<file path="src/rtl/gpuirq_pkg.sv">
package gpuirq_pkg;

  // Control register bit positions (the host software decodes these)
  localparam int BIT_TOK_EN  = 0;
  localparam int BIT_FIN_EN  = 1;
  localparam int BIT_TOK_CLR = 2;
  localparam int BIT_FIN_CLR = 3;
  localparam int CTRL_USED_W = 4;

  // Strobes from the register decoder to the datapath
  typedef struct packed {
    logic ctrlWr;    // control register written this cycle
    logic tokEnNew;  // new token enable value
    logic finEnNew;  // new finish enable value
    logic tokClr;    // clear token pending
    logic finClr;    // clear finish pending
  } ctrlStrobes_t;

endpackage

</file>
<file path="src/rtl/gpuirq_ctrl.sv">
module gpuirq_ctrl
  import gpuirq_pkg::*;
#(
  parameter int DATA_W     = 16,
  parameter int ADDR_W     = 4,
  parameter int CTRL_ADDR  = 0,
  parameter int TOKEN_ADDR = 1
) (
  input  logic              clk,
  input  logic              rstN,
  input  logic              busSel,
  input  logic              busWe,
  input  logic [ADDR_W-1:0] busAddr,
  input  logic [DATA_W-1:0] busWdata,
  input  logic              enTok,
  input  logic              enFin,
  input  logic [DATA_W-1:0] tokenReg,
  output ctrlStrobes_t      stb,
  output logic [DATA_W-1:0] busRdata
);

  localparam logic [ADDR_W-1:0] CtrlA  = ADDR_W'(CTRL_ADDR);
  localparam logic [ADDR_W-1:0] TokenA = ADDR_W'(TOKEN_ADDR);

  logic hitCtrl, hitToken, isRead, isWrite;
  logic unusedWdataHi;

  assign hitCtrl  = (busAddr == CtrlA);
  assign hitToken = (busAddr == TokenA);
  assign isRead   = busSel && !busWe;
  assign isWrite  = busSel && busWe;
  assign unusedWdataHi = ^busWdata[DATA_W-1:CTRL_USED_W];

  // Write decode: only the control register accepts writes
  always_comb begin
    stb          = '0;
    stb.ctrlWr   = isWrite && hitCtrl;
    stb.tokEnNew = busWdata[BIT_TOK_EN];
    stb.finEnNew = busWdata[BIT_FIN_EN];
    stb.tokClr   = isWrite && hitCtrl && busWdata[BIT_TOK_CLR];
    stb.finClr   = isWrite && hitCtrl && busWdata[BIT_FIN_CLR];
  end

  // Read mux: strobes and unused bits return zero
  always_comb begin
    busRdata = '0;
    if (isRead && hitCtrl) begin
      busRdata[BIT_TOK_EN] = enTok;
      busRdata[BIT_FIN_EN] = enFin;
    end else if (isRead && hitToken) begin
      busRdata = tokenReg;
    end
  end


  ctrl_read_hi_zero_chk: assert property (@(posedge clk) disable iff (!rstN)
    (isRead && hitCtrl) |-> (busRdata[DATA_W-1:BIT_FIN_EN+1] == '0));


  token_no_strobe_chk: assert property (@(posedge clk) disable iff (!rstN)
    (busSel && hitToken && !hitCtrl) |-> !(stb.ctrlWr || stb.tokClr || stb.finClr));

endmodule

</file>
<file path="src/rtl/gpuirq_datapath.sv">
module gpuirq_datapath
  import gpuirq_pkg::*;
#(
  parameter int DATA_W        = 16,
  parameter int CAUSE_W       = 16,
  parameter int TOK_CAUSE_BIT = 9,
  parameter int FIN_CAUSE_BIT = 10
) (
  input  logic               clk,
  input  logic               rstN,
  input  ctrlStrobes_t       stb,
  input  logic               tokEvt,
  input  logic [DATA_W-1:0]  tokVal,
  input  logic               tokReq,
  input  logic               finEvt,
  output logic               enTok,
  output logic               enFin,
  output logic [DATA_W-1:0]  tokenReg,
  output logic               tokWaiting,
  output logic               finWaiting,
  output logic               irqToken,
  output logic               irqFinish,
  output logic [CAUSE_W-1:0] irqCause
);

  logic              stTok, stTokReq, stFin;
  logic [DATA_W-1:0] stTokVal;
  logic              pendTok, pendFin;
  logic              tokApplySet;

  assign tokApplySet = stTok && stTokReq;

  // Event staging: one cycle between arrival and application
  always_ff @(posedge clk or negedge rstN) begin
    if (!rstN) begin
      stTok    <= 1'b0;
      stTokReq <= 1'b0;
      stTokVal <= '0;
      stFin    <= 1'b0;
    end else begin
      stTok <= tokEvt;
      stFin <= finEvt;
      if (tokEvt) begin
        stTokVal <= tokVal;
        stTokReq <= tokReq;
      end
    end
  end

  // Enables, token register, pending flags
  always_ff @(posedge clk or negedge rstN) begin
    if (!rstN) begin
      enTok    <= 1'b0;
      enFin    <= 1'b0;
      tokenReg <= '0;
      pendTok  <= 1'b0;
      pendFin  <= 1'b0;
    end else begin
      if (stb.ctrlWr) begin
        enTok <= stb.tokEnNew;
        enFin <= stb.finEnNew;
      end
      if (stTok) tokenReg <= stTokVal;
      // an applied event outranks a clear on the same edge
      if (tokApplySet)     pendTok <= 1'b1;
      else if (stb.tokClr) pendTok <= 1'b0;
      if (stFin)           pendFin <= 1'b1;
      else if (stb.finClr) pendFin <= 1'b0;
    end
  end

  // Registered interrupt lines
  always_ff @(posedge clk or negedge rstN) begin
    if (!rstN) begin
      irqToken  <= 1'b0;
      irqFinish <= 1'b0;
    end else begin
      irqToken  <= pendTok && enTok;
      irqFinish <= pendFin && enFin;
    end
  end

  always_comb begin
    irqCause                = '0;
    irqCause[TOK_CAUSE_BIT] = irqToken;
    irqCause[FIN_CAUSE_BIT] = irqFinish;
  end

  assign tokWaiting = stTok;
  assign finWaiting = stFin;


  tok_waiting_rise_chk: assert property (@(posedge clk) disable iff (!rstN)
    tokEvt |=> tokWaiting);


  fin_waiting_drop_chk: assert property (@(posedge clk) disable iff (!rstN)
    (finWaiting && !finEvt) |=> !finWaiting);


  tok_clear_chk: assert property (@(posedge clk) disable iff (!rstN)
    (stb.tokClr && !tokApplySet) |=> !pendTok);


  tok_event_wins_chk: assert property (@(posedge clk) disable iff (!rstN)
    (stb.tokClr && tokApplySet) |=> pendTok);


  fin_event_sets_chk: assert property (@(posedge clk) disable iff (!rstN)
    finWaiting |=> pendFin);


  token_reg_hold_chk: assert property (@(posedge clk) disable iff (!rstN)
    !tokWaiting |=> $stable(tokenReg));


  irq_tok_needs_pend_chk: assert property (@(posedge clk) disable iff (!rstN)
    $rose(irqToken) |-> $past(pendTok));

endmodule

</file>
<file path="src/rtl/gpuirq_unit.sv">
module gpuirq_unit
  import gpuirq_pkg::*;
#(
  parameter int DATA_W        = 16,
  parameter int ADDR_W        = 4,
  parameter int CTRL_ADDR     = 0,
  parameter int TOKEN_ADDR    = 1,
  parameter int CAUSE_W       = 16,
  parameter int TOK_CAUSE_BIT = 9,
  parameter int FIN_CAUSE_BIT = 10
) (
  input  logic               clk,
  input  logic               rstN,
  input  logic               busSel,
  input  logic               busWe,
  input  logic [ADDR_W-1:0]  busAddr,
  input  logic [DATA_W-1:0]  busWdata,
  output logic [DATA_W-1:0]  busRdata,
  input  logic               tokEvt,
  input  logic [DATA_W-1:0]  tokVal,
  input  logic               tokReq,
  input  logic               finEvt,
  output logic               tokWaiting,
  output logic               finWaiting,
  output logic               irqToken,
  output logic               irqFinish,
  output logic [CAUSE_W-1:0] irqCause
);

  ctrlStrobes_t      stb;
  logic              enTok, enFin;
  logic [DATA_W-1:0] tokenReg;

  gpuirq_ctrl #(
    .DATA_W(DATA_W), .ADDR_W(ADDR_W),
    .CTRL_ADDR(CTRL_ADDR), .TOKEN_ADDR(TOKEN_ADDR)
  ) u_ctrl (
    .clk(clk), .rstN(rstN),
    .busSel(busSel), .busWe(busWe), .busAddr(busAddr), .busWdata(busWdata),
    .enTok(enTok), .enFin(enFin), .tokenReg(tokenReg),
    .stb(stb), .busRdata(busRdata)
  );

  gpuirq_datapath #(
    .DATA_W(DATA_W), .CAUSE_W(CAUSE_W),
    .TOK_CAUSE_BIT(TOK_CAUSE_BIT), .FIN_CAUSE_BIT(FIN_CAUSE_BIT)
  ) u_dp (
    .clk(clk), .rstN(rstN), .stb(stb),
    .tokEvt(tokEvt), .tokVal(tokVal), .tokReq(tokReq), .finEvt(finEvt),
    .enTok(enTok), .enFin(enFin), .tokenReg(tokenReg),
    .tokWaiting(tokWaiting), .finWaiting(finWaiting),
    .irqToken(irqToken), .irqFinish(irqFinish), .irqCause(irqCause)
  );


  cause_only_known_bits_chk: assert property (@(posedge clk) disable iff (!rstN)
    $countones(irqCause) == (32'(irqToken) + 32'(irqFinish)));

endmodule

</file>
<file path="config.mk">
export PLATFORM = sky130hd
export DESIGN_NAME = gpuirq_unit
export DESIGN_NICKNAME = d
export VERILOG_FILES = /design/src/rtl/gpuirq_pkg.sv /design/src/rtl/gpuirq_ctrl.sv /design/src/rtl/gpuirq_datapath.sv /design/src/rtl/gpuirq_unit.sv
export SDC_FILE = /design/constraint.sdc
export NUM_CORES = 1
export LEC_CHECK = 0
export ABC_AREA = 1
export BUFFER_PORTS_ARGS = -buffer_cell sky130_fd_sc_hd__buf_2
export CAP_MARGIN = 20
export CORE_AREA = 5 5 69 71
export DETAILED_ROUTE_END_ITERATION = 16
export DIE_AREA = 0 0 74 76
export HOLD_SLACK_MARGIN = 0.12
export MAX_ROUTING_LAYER = met4
export PLACE_DENSITY = 0.77
export SYNTH_ARGS = -nofsm -noshare
export SYNTH_HDL_FRONTEND = slang
export SYNTH_SLANG_ARGS = --single-unit
</file>
<file path="constraint.sdc">
create_clock -name clk -period 1.5 [get_ports clk]
set_clock_uncertainty 0.2 [all_clocks]
set_input_delay 0.075 -clock clk [delete_from_list [all_inputs] [get_ports clk]]
set_output_delay 0.075 -clock clk [all_outputs]
set_load 0.02 [all_outputs]
</file>
==> results.toml, run 1 <==
[power]
leakage_nw = 1.287
comb_power_share = 0.174
seqPwrFrac = 0.534
p_clk_frac = 0.293
netSwitchingPower_w = 0.0006120
p_per_area_nw_per_um2 = 969.0
p_int_w = 0.001778
sw_frac_of_total = 0.2561
peakVddDrop_mv = 0.6850

[timing]
setup_viol = 0
fmaxAchievable_mhz = 675.8
grt_setup_unrepaired = "no"
final_max_slew_viol_count = 0
period_minus_slack_ns = 1.480
fin_setup_tns_ns = 0
period_share = 0.9864
hold_viol = 0

[clock_tree]
clock_sinks = 41
cts.path.max_buffers = 2
cts_tree = "done"
post_cts_buffers = 0
path_clk_slew_ns = 0.07
root_buffer = "clkbuf_8"
cts_max_level = 2
worstSkewPairLatency_ns = 0.29
numCtsBuffers = 5

[setup_path]
end_kind = "register"
reg2reg_to = "u_dp.enFin$_DFFE_PN0N_"
cp_top_family = "buffers and inverters"
cp_slowest_cell = "dlygate4sd3_1"
required_ns = 1.47
crit_type = "primary input to register"
worstReg2RegStart = "u_dp.enFin$_DFFE_PN0N_"
crit_top_cell = "dlygate4sd3_1"
worstPathMaxFanout = 1
crit_chain = "dlygate4sd3_1 -> buf_2 -> inv_1 -> o21ai_1 -> dlygate4sd3_1"
crit_buf_inv = 4
r2r_slack_ns = 0.07
arrival_ns = 1.44
startpoint_type = "primary input"
reg2reg_depth = 3
cp_slowest_stage_delay_ns = 0.56

[synth]
synth_top_area_frac = 0.5643
yosysWarnings = 0
synth_top_cell_by_area = "dfrtp_1"
async_reset_ff_frac = 1.000
syn_area_per_cell_um2 = 10.04
synth_cell_types = 18
ys_seq_area_frac = 0.5643
syn_inst = 181
synth_seq_cells = 41
synthFlopType = "dfrtp_1"
synth.area.top_cells = "dfrtp_1 56%, mux2_2 9.3%, buf_4 7.0%"
synth_edf_count = 0
syn_area_um2 = 1818

[drt]
wl_um = 3906
post_drt_wl_per_cell_um = 12.28
drt_first_pass_iters = 4
drc = 0
num_vias = 1439
drtIter0Drc = 21
ant_nets = 0
viasPerCell = 4.525

[global_routing]
track_usage = 0.1537
overflow = 0
antenna_found_initial = 0
grt_max_degree = 19
grt_pass1_wl_um = 6444
grt_pass1_vias = 1445

[floorplan]
io_pins = 79
die_w_um = 74
die-area_um2 = 5624
dieHeight_um = 76
core-area_um2 = 4174
start_util = 0.4356
std_cell_rows = 24

[placement]
dpl_cell_area_um2 = 2067
port_buffers = 52
gp_congestion = 0.7351
dp_hpwl_um = 2506

[outcome]
outcome = "complete, no violations"

[final_layout]
stdcell_area_um2 = 2466
diodes = 0
nets = 309
area_delta_synth_final_pct = 35.65
drive_above_1_share = 0.3496

[worst_hold_path]
min_path_type = "primary input to asynchronous set/reset pin"

[run]
drv_cap = 0
## synth_stat cells, types with 2 or more instances
| cell | n |
|---|---|
| nor2_2 | 11 |
| inv_1 | 24 |
| mux2_2 | 15 |
| nor2_4 | 2 |
| nor2_1 | 7 |
| dfrtp_1 | 41 |
| o21ai_0 | 18 |
| buf_4 | 17 |
| a21oi_1 | 2 |
| nand4_1 | 4 |
| nand2_1 | 31 |
| clkbuf_1 | 3 |
## cell usage in the layout (no fill, tap or decap)
cell type / n
clkbuf_8: 6
o21ai_1: 1
inv_2: 1
nor2_2: 12
inv_1: 24
o21ai_0: 17
dlygate4sd3_1: 31
nand4_1: 4
nand3_1: 1
buf_4: 4
nor2_4: 2
conb_1: 14
a21oi_1: 2
dfrtp_1: 41
nand2_1: 31
nor2_1: 6
buf_2: 52
nand2_2: 1
mux2_2: 15
clkbuf_1: 1
## timing repair
| action | 4_1_cts | 5_1_grt |
|---|---|---|
| hold buffers | 30 | 3 |
| hold endpoints to repair | 64 | 15 |
| setup endpoints to repair | 0 | 4 |
| gates resized for setup | 0 | 2 |
## per-layer routing
layer / track usage / wire length (um) / vias up
li1: - / - / 700
met1: 0.1680 / 1513 / 681
met2: 0.2598 / 2043 / 48
met3: 0.04090 / 254 / 10
met4: 0.06159 / 93 / 0
met5: - / 0 / -
## cells by family after synthesis
group	count (synthesis)	synth area share
multiplexers	15	0.09291
other	1	0.002063
buffers and inverters	47	0.1370
flip-flops	41	0.5643
AO/OA/AOI/OAI	20	0.05506
AND/OR/NAND/NOR	57	0.1487
## how the worst max path moves through the flow
stage	depth (start not counted)	to	start	slack, ns
after floorplan	2	u_dp.tokenReg[10]$_DFFE_PN0P_	u_dp.tokWaiting$_DFF_PN0_	0.27
after global placement	7	busRdata[4]	busAddr[3]	0.19
after detailed placement	7	busRdata[2]	busAddr[3]	0.15
after CTS	6	u_dp.pendTok$_DFFE_PN0P_	busWdata[2]	0.04
after global routing	5	u_dp.enFin$_DFFE_PN0N_	busWdata[1]	0.008
final	5	u_dp.enFin$_DFFE_PN0N_	busWdata[1]	0.02
## through the flow
step	hold WS, ns	power, W	std cells	utilization	worst slack (ns)
4_1_cts	0.005358	0.002407	317	0.5878	0.03817
6_report	0.004425	0.002390	318	0.5908	0.02034
2_1_floorplan	-0.4206	0.001545	194	-	0.2749
3_3_place_gp	-0.2106	0.001618	280	0.4952	0.1860
3_5_place_dp	-0.2129	0.001635	280	0.4952	0.1536
5_1_grt	0.02771	0.002530	318	0.5908	0.007685
## sequential cells by signal, summed over array words and instances (netlist names)
signal	cells
u_dp.enTok	1
u_dp.irqToken	1
u_dp.enFin	1
u_dp.pendTok	1
u_dp.stTokReq	1
u_dp.finWaiting	1
u_dp.irqFinish	1
u_dp.stTokVal	16
u_dp.pendFin	1
u_dp.tokWaiting	1
u_dp.tokenReg	16
## worst reg2reg max path: cells and delay by family (launching register included)
family	cells	cell delay (ns)
buffers and inverters	1	0.56
DFF	1	0.40
and+or+nand+nor	1	0.08
AOI/OAI and AO/OA	1	0.07
## power by group through the flow
stage                     clock [W]  combinational (W)  sequential (W)
after detailed placement          0           0.000336         0.00130
final                      0.000699           0.000415         0.00128
after CTS                  0.000726           0.000404         0.00128
after floorplan                   0           0.000243         0.00130
after global routing       0.000777           0.000462         0.00129
after global placement            0           0.000326         0.00129
## cell type report
class                           count  area [um^2]
Clock buffer                        7        86.33
Fill cell                         346         1708
Inverter                           25        93.84
Multi-Input combinational cell    106        594.3
Sequential cell                    41         1026
Tap cell                           52        65.06
Timing Repair Buffer               87        600.6
(Power assumes the default switching activity.)
==> run 2, diff against run 1 <==
--- a/constraint.sdc
+++ b/constraint.sdc
@@ -4,2 +4,2 @@
 set_output_delay 0.075 -clock clk [all_outputs]
-set_load 0.02 [all_outputs]
+set_load 0.01 [all_outputs]
==> run 2 against run 1 <==
Against the previous run:
- global-route usage grew 1.0 points
- register-to-register slack gained 0.02 ns
- maximum frequency grew 2.6%
- flip-flop and latch count is the same
- largest power group unchanged
==> results.toml, run 2 (synthesized netlist as in run 1, its figures left out) <==
[outcome]
outcome = "complete, no violations"

[setup_path]
worstPathMaxFanout = 1
arrival_ns = 1.41
required_ns = 1.47
r2r_slack_ns = 0.09
crit_type = "primary input to register"
end_kind = "register"
startpoint_type = "primary input"

[global_routing]
grt_pass1_wl_um = 6913
track_usage = 0.1640
antenna_found_initial = 0
overflow = 0
grt_pass1_vias = 1502
grt_max_degree = 19

[timing]
final_max_slew_viol_count = 0
fmaxAchievable_mhz = 693.4
fin_setup_tns_ns = 0
hold_viol = 0
hold-worst-slack_ns = 0.01886
period_minus_slack_ns = 1.442
setup_viol = 0
grt_setup_unrepaired = "no"
period_share = 0.9615

[floorplan]
die-area_um2 = 5624
die_w_um = 74
start_util = 0.4356
std_cell_rows = 24
core-area_um2 = 4174
io_pins = 79
dieHeight_um = 76

[power]
p_per_area_nw_per_um2 = 1025
leakage_nw = 1.301
peakVddDrop_mv = 0.7479

[drt]
post_drt_wl_per_cell_um = 12.80
drt_first_pass_iters = 4
drtIter0Drc = 42
num_vias = 1410
drc = 0
ant_nets = 0
wl_um = 4083
viasPerCell = 4.420

[clock_tree]
root_buffer = "clkbuf_8"
clock_sinks = 41
worstSkewPairLatency_ns = 0.29
cts_tree = "done"
cts_max_level = 2
numCtsBuffers = 5
path_clk_slew_ns = 0.07
cts.path.max_buffers = 2

[placement]
dp_hpwl_um = 2562
gp_congestion = 0.7357
port_buffers = 52

[final_layout]
final_common_cell = "buf_2"
drive_above_1_share = 0.3483
nets = 309
diodes = 0
area_delta_synth_final_pct = 37.16
final_cell_mix = "52 x buf_2, 41 x dfrtp_1, 31 x nand2_1, 31 x dlygate4sd3_1, 24 x inv_1"
largestRegisters = "u_dp.stTokVal: 16 flops, u_dp.tokenReg: 16 flops"

[worst_hold_path]
min_path_type = "primary input to asynchronous set/reset pin"

[run]
drv_cap = 0
-- run 2: cell count changes in the layout (fill, tap and decap cells not counted), sizes merged --
cell,before,now
bufinv,0,1
-- run 2: worst paths after layout --
| kind | end | from | cells after the start |
|---|---|---|---|
| setup / recovery | u_dp.stTokVal[0]$_DFFE_PN0P_ | tokVal[0] | 5 |
| hold / removal | u_dp.tokenReg[7]$_DFFE_PN0P_ | rstN | 2 |
| setup reg to reg | u_dp.enFin$_DFFE_PN0N_ | u_dp.enFin$_DFFE_PN0N_ | 3 |
| hold reg to reg | u_dp.pendFin$_DFFE_PN0P_ | u_dp.finWaiting$_DFF_PN0_ | 2 |
| max in group asynchronous | u_dp.irqToken$_DFF_PN0_ | rstN | 3 |
| min in group clk | u_dp.stTokVal[15]$_DFFE_PN0P_ | tokEvt | 2 |
-- run 2: timing repair --
| action | in CTS | in global routing |
|---|---|---|
| buffers inserted | 0 | 0 |
| hold endpoints to repair | 64 | 15 |
| setup endpoints to repair | 0 | 3 |
| resized for setup | 0 | 1 |
| hold buffers | 30 | 3 |
-- run 2: power by group --
group          switching (W)  total (W)  leakage (nW)  internal (W)
Combinational       0.000193   0.000381         0.757      0.000188
Sequential         0.0000539    0.00128         0.486       0.00122
Clock               0.000354   0.000896        0.0585      0.000542
-- run 2: layer usage --
metal  vias up  global-route usage  share of wire  wire length, um
met5         -                   -              0                0
li1        699                   -              -                -
met3         9             0.04222          0.053              215
met1       662              0.1863           0.39             1609
met2        40              0.2757           0.53             2179
met4         0             0.05616          0.019               78
-- run 2: cell type report --
cell class / instances / area, um^2
clock buffers: 7 / 86.33
clock inverters: 1 / 30.03
fillers: 335 / 1680
inverters: 25 / 93.84
multi-input cells: 106 / 591.8
flip-flops and latches: 41 / 1026
well taps: 52 / 65.06
repair buffers: 87 / 600.6
-- run 2: worst max-delay path: stages --
cell and delay (ns):
dlygate4sd3_1 0.54, buf_2 0.12, nand2_1 0.05, dlygate4sd3_1 0.55, o21ai_0 0.07
-- run 2: through the flow --
step	worst slack (ns)	util	power [W]	cells	cell area (um^2)
4_1_cts	0.03550	0.5950	0.002565	318	2484
6_report	0.05781	0.5974	0.002556	319	2494
5_1_grt	0.03045	0.5974	0.002693	319	2494
3_5_place_dp	0.1925	0.4952	0.001603	280	2067
2_1_floorplan	0.3449	-	0.001509	194	1867
3_3_place_gp	0.2200	0.4952	0.001583	280	2067
